<file path="src/rtl/mulsh_pkg.sv">
package mulsh_pkg;

    typedef enum logic [1:0] {
        OP_MUL_LO  = 2'b00,
        OP_MUL_HS  = 2'b01,
        OP_MUL_HU  = 2'b10,
        OP_MUL_RSV = 2'b11
    } mul_op_e;

    typedef enum logic {
        SLOT_EMPTY = 1'b0,
        SLOT_HELD  = 1'b1
    } slot_state_e;

    typedef enum logic {
        PRIO_T0 = 1'b0,
        PRIO_T1 = 1'b1
    } prio_state_e;

endpackage

</file>
<file path="src/rtl/mulsh_slot.sv">
module mulsh_slot
    import mulsh_pkg::*;
#(
    parameter int DATA_W = 32,
    parameter int TAG_W  = 5
) (
    input  logic              clk,
    input  logic              rst_n,
    input  logic              in_valid,
    output logic              in_ready,
    input  logic [1:0]        in_op,
    input  logic [DATA_W-1:0] in_a,
    input  logic [DATA_W-1:0] in_b,
    input  logic [TAG_W-1:0]  in_tag,
    input  logic              kill,
    input  logic              grant,
    output logic              req,
    output logic [1:0]        held_op,
    output logic [DATA_W-1:0] held_a,
    output logic [DATA_W-1:0] held_b,
    output logic [TAG_W-1:0]  held_tag
);

    slot_state_e state_q, state_d;
    logic        accept;

    // State register
    always_ff @(posedge clk) begin
        if (!rst_n) state_q <= SLOT_EMPTY;
        else        state_q <= state_d;
    end

    // Next state: accept, launch, cancel
    always_comb begin
        state_d = state_q;
        unique case (state_q)
            SLOT_EMPTY: if (accept)         state_d = SLOT_HELD;
            SLOT_HELD:  if (kill || grant)  state_d = SLOT_EMPTY;
        endcase
    end

    // Outputs
    always_comb begin
        in_ready = 1'b0;
        req      = 1'b0;
        unique case (state_q)
            SLOT_EMPTY: in_ready = !kill;
            SLOT_HELD:  req      = !kill;
        endcase
    end

    assign accept = in_valid && in_ready;

    // Payload captured at acceptance only
    always_ff @(posedge clk) begin
        if (accept) begin
            held_op  <= in_op;
            held_a   <= in_a;
            held_b   <= in_b;
            held_tag <= in_tag;
        end
    end

    assert_hold_after_accept_R2: assert property (@(posedge clk) disable iff (!rst_n)
        accept |=> !in_ready);

    assert_free_after_launch_R3: assert property (@(posedge clk) disable iff (!rst_n)
        grant |=> (in_ready || kill));

endmodule

</file>
<file path="src/rtl/mulsh_arb.sv">
module mulsh_arb
    import mulsh_pkg::*;
(
    input  logic       clk,
    input  logic       rst_n,
    input  logic [1:0] req,
    output logic [1:0] grant,
    output logic       gid
);

    prio_state_e state_q, state_d;

    always_ff @(posedge clk) begin
        if (!rst_n) state_q <= PRIO_T0;
        else        state_q <= state_d;
    end

    // Grant: favoured thread first, otherwise whoever asks
    always_comb begin
        grant = 2'b00;
        unique case (state_q)
            PRIO_T0: begin
                if (req[0])      grant = 2'b01;
                else if (req[1]) grant = 2'b10;
            end
            PRIO_T1: begin
                if (req[1])      grant = 2'b10;
                else if (req[0]) grant = 2'b01;
            end
        endcase
    end

    assign gid = grant[1];

    // Flip to T1 after granting T0, flip to T0 after granting T1
    always_comb begin
        state_d = state_q;
        if (grant[0])      state_d = PRIO_T1;
        else if (grant[1]) state_d = PRIO_T0;
    end

    assert_alt_to_t1_R4: assert property (@(posedge clk) disable iff (!rst_n)
        (req == 2'b11 && $past(grant) == 2'b01) |-> grant == 2'b10);

    assert_alt_to_t0_R4: assert property (@(posedge clk) disable iff (!rst_n)
        (req == 2'b11 && $past(grant) == 2'b10) |-> grant == 2'b01);

    assert_single_launch_R5: assert property (@(posedge clk) disable iff (!rst_n)
        $onehot0(grant) && ((|req) == (|grant)));

endmodule

</file>
<file path="src/rtl/mulsh_pipe.sv">
module mulsh_pipe
    import mulsh_pkg::*;
#(
    parameter int DATA_W = 32,
    parameter int TAG_W  = 5,
    parameter int STAGES = 4
) (
    input  logic              clk,
    input  logic              rst_n,
    input  logic              in_valid,
    input  logic              in_tid,
    input  logic [1:0]        in_op,
    input  logic [DATA_W-1:0] in_a,
    input  logic [DATA_W-1:0] in_b,
    input  logic [TAG_W-1:0]  in_tag,
    input  logic [1:0]        kill,
    output logic              out_valid,
    output logic              out_tid,
    output logic [TAG_W-1:0]  out_tag,
    output logic [DATA_W-1:0] out_data
);

    localparam int PW   = 2 * DATA_W;
    localparam int XW   = DATA_W + 1;
    localparam int LAST = STAGES - 1;

    logic             v_q   [STAGES];
    logic             tid_q [STAGES];
    logic [1:0]       op_q  [STAGES];
    logic [TAG_W-1:0] tag_q [STAGES];
    logic [PW-1:0]    prod_q[1:LAST];
    logic [DATA_W-1:0] a_q, b_q;

    logic                 sgn;
    logic signed [XW-1:0] ax, bx;
    logic signed [2*XW-1:0] pfull;
    logic [PW-1:0]        prod_c;

    // Stage 0: operand capture
    always_ff @(posedge clk) begin
        if (!rst_n) v_q[0] <= 1'b0;
        else        v_q[0] <= in_valid;
    end

    always_ff @(posedge clk) begin
        tid_q[0] <= in_tid;
        op_q[0]  <= in_op;
        tag_q[0] <= in_tag;
        a_q      <= in_a;
        b_q      <= in_b;
    end

    // Sign or zero extension decided by opcode
    always_comb begin
        sgn    = (op_q[0] != OP_MUL_HU);
        ax     = signed'({sgn & a_q[DATA_W-1], a_q});
        bx     = signed'({sgn & b_q[DATA_W-1], b_q});
        pfull  = ax * bx;
        prod_c = pfull[PW-1:0];
    end

    for (genvar s = 1; s < STAGES; s++) begin : g_stage
        always_ff @(posedge clk) begin
            if (!rst_n) v_q[s] <= 1'b0;
            else        v_q[s] <= v_q[s-1] && !kill[tid_q[s-1]];
        end
        always_ff @(posedge clk) begin
            tid_q[s] <= tid_q[s-1];
            op_q[s]  <= op_q[s-1];
            tag_q[s] <= tag_q[s-1];
        end
        if (s == 1) begin : g_mul
            always_ff @(posedge clk) prod_q[s] <= prod_c;
        end else begin : g_carry
            always_ff @(posedge clk) prod_q[s] <= prod_q[s-1];
        end
    end

    // Result half selection
    always_comb begin
        out_valid = v_q[LAST];
        out_tid   = tid_q[LAST];
        out_tag   = tag_q[LAST];
        unique case (mul_op_e'(op_q[LAST]))
            OP_MUL_HS, OP_MUL_HU: out_data = prod_q[LAST][PW-1:DATA_W];
            OP_MUL_LO, OP_MUL_RSV: out_data = prod_q[LAST][DATA_W-1:0];
        endcase
    end

    assert_kill_t0_R9: assert property (@(posedge clk) disable iff (!rst_n)
        kill[0] |=> !(out_valid && !out_tid));

    assert_kill_t1_R9: assert property (@(posedge clk) disable iff (!rst_n)
        kill[1] |=> !(out_valid && out_tid));

endmodule

</file>
<file path="src/rtl/mulsh_unit.sv">
module mulsh_unit
    import mulsh_pkg::*;
#(
    parameter int DATA_W = 32,
    parameter int TAG_W  = 5,
    parameter int STAGES = 4
) (
    input  logic                   clk,
    input  logic                   rst_n,
    input  logic [1:0]             in_valid,
    output logic [1:0]             in_ready,
    input  logic [1:0][1:0]        in_op,
    input  logic [1:0][DATA_W-1:0] in_a,
    input  logic [1:0][DATA_W-1:0] in_b,
    input  logic [1:0][TAG_W-1:0]  in_tag,
    input  logic [1:0]             kill,
    output logic                   res_valid,
    output logic                   res_tid,
    output logic [TAG_W-1:0]       res_tag,
    output logic [DATA_W-1:0]      res_data
);

    localparam int THREADS = 2;

    logic [THREADS-1:0] req, grant;
    logic               gid;
    logic [1:0]         h_op  [THREADS];
    logic [DATA_W-1:0]  h_a   [THREADS];
    logic [DATA_W-1:0]  h_b   [THREADS];
    logic [TAG_W-1:0]   h_tag [THREADS];

    for (genvar t = 0; t < THREADS; t++) begin : g_slot
        mulsh_slot #(.DATA_W(DATA_W), .TAG_W(TAG_W)) u_slot (
            .clk      (clk),
            .rst_n    (rst_n),
            .in_valid (in_valid[t]),
            .in_ready (in_ready[t]),
            .in_op    (in_op[t]),
            .in_a     (in_a[t]),
            .in_b     (in_b[t]),
            .in_tag   (in_tag[t]),
            .kill     (kill[t]),
            .grant    (grant[t]),
            .req      (req[t]),
            .held_op  (h_op[t]),
            .held_a   (h_a[t]),
            .held_b   (h_b[t]),
            .held_tag (h_tag[t])
        );
    end

    mulsh_arb u_arb (
        .clk   (clk),
        .rst_n (rst_n),
        .req   (req),
        .grant (grant),
        .gid   (gid)
    );

    assert_kill_blocks_launch_R8: assert property (@(posedge clk) disable iff (!rst_n)
        (grant & kill) == 2'b00);

    mulsh_pipe #(.DATA_W(DATA_W), .TAG_W(TAG_W), .STAGES(STAGES)) u_pipe (
        .clk       (clk),
        .rst_n     (rst_n),
        .in_valid  (|grant),
        .in_tid    (gid),
        .in_op     (h_op[gid]),
        .in_a      (h_a[gid]),
        .in_b      (h_b[gid]),
        .in_tag    (h_tag[gid]),
        .kill      (kill),
        .out_valid (res_valid),
        .out_tid   (res_tid),
        .out_tag   (res_tag),
        .out_data  (res_data)
    );

endmodule

</file>
<file path="config.mk">
export PLATFORM = sky130hd
export DESIGN_NAME = mulsh_unit
export DESIGN_NICKNAME = d
export VERILOG_FILES = /design/src/rtl/mulsh_pkg.sv /design/src/rtl/mulsh_slot.sv /design/src/rtl/mulsh_arb.sv /design/src/rtl/mulsh_pipe.sv /design/src/rtl/mulsh_unit.sv
export SDC_FILE = /design/constraint.sdc
export NUM_CORES = 2
export LEC_CHECK = 0
export BUFFER_PORTS_ARGS = -buffer_cell sky130_fd_sc_hd__buf_2
export CAP_MARGIN = 25
export CORE_UTILIZATION = 52
export DETAILED_ROUTE_END_ITERATION = 12
export PLACE_DENSITY_LB_ADDON = 0.12
export SKIP_CTS_REPAIR_TIMING = 1
export SLEW_MARGIN = 40
export SYNTH_ARGS = -nofsm -noshare
export SYNTH_HDL_FRONTEND = slang
export SYNTH_HIERARCHICAL = 1
export SYNTH_SLANG_ARGS = --single-unit
export TNS_END_PERCENT = 30
</file>
<file path="constraint.sdc">
create_clock -name clk -period 25.3 [get_ports clk]
set_input_delay 1.265 -clock clk [delete_from_list [all_inputs] [get_ports clk]]
set_output_delay 1.265 -clock clk [all_outputs]
set_load 0.05 [all_outputs]
</file>
Word level (Yosys, flattened, before mapping)

Memories as Yosys holds them, arrays and structs flattened.
Cells that the tools add are included.

Multiply operators: 1
Magnitude comparators: 4
Eq/ne operators: 4
Muxes and demuxes: 42
Bitwise gates (word level): 10
Reduce and logical (&&, ||, !) cells: 17

Operators by type and width:

| operator             | count |
|---|---|
| $mux W32             | 6 |
| $mul A33 B33 Y64     | 1 |
| $pmux W32 S2         | 1 |
| $mux W1              | 23 |
| $mux W5              | 3 |
| $mux W2              | 6 |
| $lt A1 B2 Y1 const B | 3 |
| $reduce_or A2 Y1     | 3 |
| $logic_and A1 B1 Y1  | 5 |
| $logic_not A1 Y1     | 5 |
| $eq A2 B2 Y1 const B | 2 |
| $or A1 B1 Y1         | 4 |
| $pmux W1 S2          | 2 |
| $pmux W2 S2          | 1 |
| $not A1 Y1           | 3 |
| $and A1 B1 Y1        | 2 |
| $eq A2 B1 Y1 const B | 1 |
| $ge A2 B2 Y1 const B | 1 |
| $logic_not A2 Y1     | 1 |
| $logic_or A1 B1 Y1   | 2 |
| $ne A2 B2 Y1 const B | 1 |
| $not A1 Y2           | 1 |
| $reduce_bool A2 Y1   | 1 |

Register bits after elaboration: 209
Memory bits (writable): 228
Input bits: 148
Output and inout port bits: 41
Word-level logic and storage cells: 96
Memories: 5

Memory list:

| name          | words | width | read ports | clocked after Yosys merged registers in | wr ports | RTL line         | RTL |
|---|---|---|---|---|---|---|---|
| u_pipe.prod_q | 3     | 64    | 3          | 0                                       | 3        | mulsh_pipe.sv:31 | `logic [PW-1:0] prod_q[1:LAST];` |
| u_pipe.tag_q  | 4     | 5     | 4          | 0                                       | 4        | mulsh_pipe.sv:30 | `logic [TAG_W-1:0] tag_q [STAGES];` |
| u_pipe.op_q   | 4     | 2     | 4          | 0                                       | 4        | mulsh_pipe.sv:29 | `logic [1:0] op_q [STAGES];` |
| u_pipe.tid_q  | 4     | 1     | 4          | 0                                       | 4        | mulsh_pipe.sv:28 | `logic tid_q [STAGES];` |
| u_pipe.v_q    | 4     | 1     | 4          | 0                                       | 4        | mulsh_pipe.sv:27 | `logic v_q [STAGES];` |

Longest topological paths before layout

Depth in word-level cells: 9
Mapped depth: 31
Mapped depth without buffers: 28

By module

Netlist, hierarchy kept.

By module, submodules not included:

| module     | times used | cells an instance | area an instance (µm²) | sequential area each (µm²) |
|---|---|---|---|---|
| mulsh_pipe | 1          | 4581              | 44244.9                | 5845.6 |
| mulsh_slot | 2          | 78                | 2185.8                 | 2152.1 |
| mulsh_unit | 1          | 80                | 1219.9                 | 0.0 |
| mulsh_arb  | 1          | 8                 | 63.8                   | 20.0 |

Worst setup path after synthesis

OpenSTA, ideal clock, no wires.

Path type: flip-flop to flip-flop
From: mem u_pipe.op_q[0][0]
To: reg u_pipe/prod_q[0][63] (netlist name)
Setup time: 121 ps
Arrival time: 7803 ps
Data required time: 25179 ps
Path slack: 17376 ps
Stages on the path, launching flop included: 26
Buffers on the path: 2
Clock period less this slack: 7924 ps
Path through: dfxtp_1 -> nand2b_1 -> clkbuf_1 -> and2_0 -> clkbuf_1 -> nand2_1 -> inv_1 -> fa_1 -> fa_1 -> fa_1 -> inv_1 -> fa_1 -> inv_1 -> fa_1 -> fa_1 -> inv_1 -> fa_1 -> fa_1 -> inv_1 -> ha_1 -> nand2_1 -> or3_2 -> o2111a_1 -> o31ai_1 -> a21oi_1 -> xnor2_1

RTL lines:

| element         | RTL line |
|---|---|
| start, declared | mulsh_pipe.sv:29 |

==> impl_metrics.tcl <==
set metrics [dict create \
    synth.top_cell.area_share_pct 45.1 \
    whs_path_depth 0 \
    dp_hpwl_um 94000 \
    critPathSlowestCell "and2_0" \
    clk_pin_slew_worst_paths_ns 0.06 \
    instances_no_fill 6181 \
    vias 32000 \
    initial_core_util_pct 52.5 \
    wl_um 122000 \
    reg2reg_from "u_pipe/a_q[31]$_DFF_P_" \
    hold_slack_ns 0.306 \
    post-route-period-util_pct 35.6 \
    tightest_slew_ns 0.886 \
    fin_setup_tns_ns 0 \
    crit_family "adder cells" \
    maxSlewHeadroom_pct 40.9 \
    yosys_warnings 6 \
    setup_viol 0 \
    grt_use_total_pct 26.3 \
    syn_to_final_growth_pct 7.09 \
    die-area_um2 97200 \
    path_depth 26 \
    grt_overflow 0 \
    seq_area_frac_synth_pct 20.4 \
    clock_skew_ns 0.0306 \
    netlist_instances 4825 \
    rsz0062_at_grt "no" \
    maxCapViolations 0 \
    fill_cells 8357 \
    drc 0 \
    r2r_cells 26 \
    max_freq_ghz 0.111 \
    drt_first_pass_iters 7 \
    critPathBufInv 6 \
    cpPeakStageDelay_ns 0.73 \
    drv_slew 0 \
    critPathKind "flop to flop" \
    startpoint "u_pipe/a_q[31]$_DFF_P_" \
    status "finished clean" \
    numClockSinks 437 \
    nNetsFinal 6365 \
    rows 113 \
    seqCellArea_um2 10300 \
    placed_cells 6099 \
    wire_per_inst_um 19.7 \
    rrSetupSlack_ns 16.29 \
    cts_buffer_depth 3 \
    yosys-top-cells-area "fa_1 45%, dfxtp_1 12%, inv_1 9.0%" \
    vias_per_cell 5.18 \
    cp_common_cell "fa_1" \
    drive_above_1_share_pct 9.89 \
    synth_cell_type_count 75 \
    hold_violations 0 \
    drt_iter0_markers 1729 \
    synth_area_um2 49900 \
    crit_path_max_fanout 50 \
    start_kind "flop" \
    syn_avg_cell_area_um2 10.3 \
    ctsRootBufferMaster "clkbuf_16" \
    antenna_left 0 \
    synth.ff_latch_count 437 \
    synth.net_count 6310 \
    async_flop_share_pct 0 \
    cts_inserted_buffers 44 \
    synth_ff_type "dfxtp_1" \
    die_x_um 312 \
    cts_tree "built" \
    cts.htree.levels 2 \
    multi_input_area_um2 34300 \
    antenna_found_initial 7 \
    synth-edff-count 142 \
    yosysTopAreaCell "fa_1" \
    min-delay-path-class "flop to flop" \
    die_h_um 312 \
    io_pins 189 \
    grt_pass1_vias 34700 \
    hold_end "u_pipe/prod_q[0][187]$_DFF_P_" \
    timing.rr.end "u_pipe/prod_q[0][63]$_DFF_P_" \
    grt_max_degree 66 \
    cp_data_required_time_ns 25.77 \
    port_buffers 188 \
    endpoint_kind "flop" \
    clk_latency_ns 0.60 \
    core-area_um2 95000 \
    grt_pass1_wl_um 196000 \
    hp-start "u_pipe/prod_q[0][123]$_DFF_P_" \
    cp_data_arrival_time_ns 9.48 \
    place_congestion 0.905 \
    fin_crit_ns 9.01 \
]
[per-stage QoR]
step                instance area (um2)  util, %  setup slack [ns]
floorplan                         49900        -             17.38
global placement                  51900     54.6             16.50
finish                            53400     56.2             16.29
detailed placement                51900     54.7             16.27
CTS                               53400     56.2             16.23
global route                      53400     56.2             15.72
[final cells by class]
cell class	instances	area share, %
Timing Repair Buffer	241	2.52
Sequential cell	437	19.2
Tap cell	1265	2.96
Inverter	1195	8.39
Multi-Input combinational cell	2961	64.1
Antenna cell	2	0.00937
Clock inverter	23	0.499
Clock buffer	57	2.29
[worst register-to-register path, delay by kind of cell (launching register included)]
kind / cells / cell delay, ns
buffers and inverters: 6 / 1.15
adder cells (fa/ha/maj): 9 / 4.47
XOR/XNOR: 1 / 0.14
AND/OR/NAND/NOR: 6 / 1.86
flip-flops: 1 / 0.31
AO/OA/AOI/OAI: 4 / 0.95
[state kept, by name, indices dropped and copies added (netlist names)]
signal and count:
g_slot.u_slot/state_q 2, u_pipe/tag_q 20, u_pipe/prod_q 192, u_arb/state_q 1
g_slot.u_slot/held_op 4, u_pipe/b_q 32, u_pipe/a_q 32, g_slot.u_slot/held_b 64
g_slot.u_slot/held_a 64, u_pipe/tid_q 4, u_pipe/op_q 8, u_pipe/v_q 4
g_slot.u_slot/held_tag 10
[worst max-delay path by stage]
| stage | end | slack [ns] |
|---|---|---|
| 2_1_floorplan | u_pipe/prod_q[0][63]$_DFF_P_ | 17.38 |
| 3_3_place_gp | u_pipe/prod_q[0][60]$_DFF_P_ | 16.50 |
| 3_5_place_dp | u_pipe/prod_q[0][63]$_DFF_P_ | 16.27 |
| 4_1_cts | u_pipe/prod_q[0][63]$_DFF_P_ | 16.23 |
| 5_1_grt | u_pipe/prod_q[0][63]$_DFF_P_ | 15.72 |
| 6_report | u_pipe/prod_q[0][63]$_DFF_P_ | 16.29 |
[synthesized netlist by cell type (3+ instances only)]
| library cell | count |
|---|---|
| a211oi_1 | 7 |
| a21o_1 | 27 |
| a21oi_1 | 56 |
| a31oi_1 | 12 |
| and2_1 | 263 |
| and3_1 | 22 |
| buf_12 | 7 |
| buf_2 | 4 |
| buf_4 | 4 |
| clkbuf_1 | 215 |
| dfxtp_1 | 295 |
| edfxtp_1 | 142 |
| fa_1 | 1125 |
| ha_1 | 212 |
| inv_1 | 1195 |
| mux2_2 | 33 |
| mux2_4 | 70 |
| mux2i_1 | 3 |
| nand2_1 | 817 |
| nand2b_1 | 7 |
| nand3_1 | 11 |
| nand4_1 | 9 |
| nor2_1 | 64 |
| nor2b_1 | 13 |
| nor3_1 | 9 |
| o211a_1 | 3 |
| o211ai_1 | 3 |
| o21ai_0 | 38 |
| o21ai_1 | 7 |
| o21bai_1 | 10 |
| o31ai_1 | 4 |
| or2_2 | 8 |
| xnor2_1 | 56 |
| xor2_1 | 24 |
[routing by layer]
metal  global-route usage (%)  vias up  wire [um]
li1                         -    14000          -
met3                     4.37      210       8260
met5                        0        -         60
met4                     5.93       10       2610
met2                     44.0     1033      59400
met1                     35.9    16700      51800
[cell families (layout without fill, tap and decap cells)]
logic type	Yosys count	count (layout)	synth area share, %
multiplexers	106	106	2.91
AND/OR/NAND/NOR	1236	1236	11.1
XOR/XNOR	80	80	1.40
other	0	2	0
AO/OA/AOI/OAI	202	202	2.73
adder cells (fa/ha/maj)	1337	1337	50.4
flip-flops	437	437	20.4
buffers and inverters	1427	1516	11.0
[placed cells by master, fill, tap and decap left out, types with 3 or more instances in the layout]
cell        count
inv_1        1195
fa_1         1125
nand2_1       817
and2_1        261
dfxtp_1       259
ha_1          212
buf_2         188
edfxtp_1      142
mux2_4         70
nor2_1         64
a21oi_1        56
xnor2_1        56
buf_4          51
clkbuf_16      45
o21ai_0        38
mux2_2         33
a21o_1         27
xor2_1         23
and3_1         22
dfxtp_4        20
dfxtp_2        16
nor2b_1        13
a31oi_1        12
nand3_1        11
o21bai_1       10
clkinv_2        9
nor3_1          9
nand4_1         9
or2_2           8
clkbuf_1        7
o21ai_1         7
nand2b_1        7
a211oi_1        7
clkbuf_8        5
clkinvlp_4      5
bufinv_16       4
o31ai_1         4
o211ai_1        3
o211a_1         3
mux2i_1         3
Power is not shown: default switching activity piles up to over one toggle a cycle in this logic, so the estimate is an artifact.
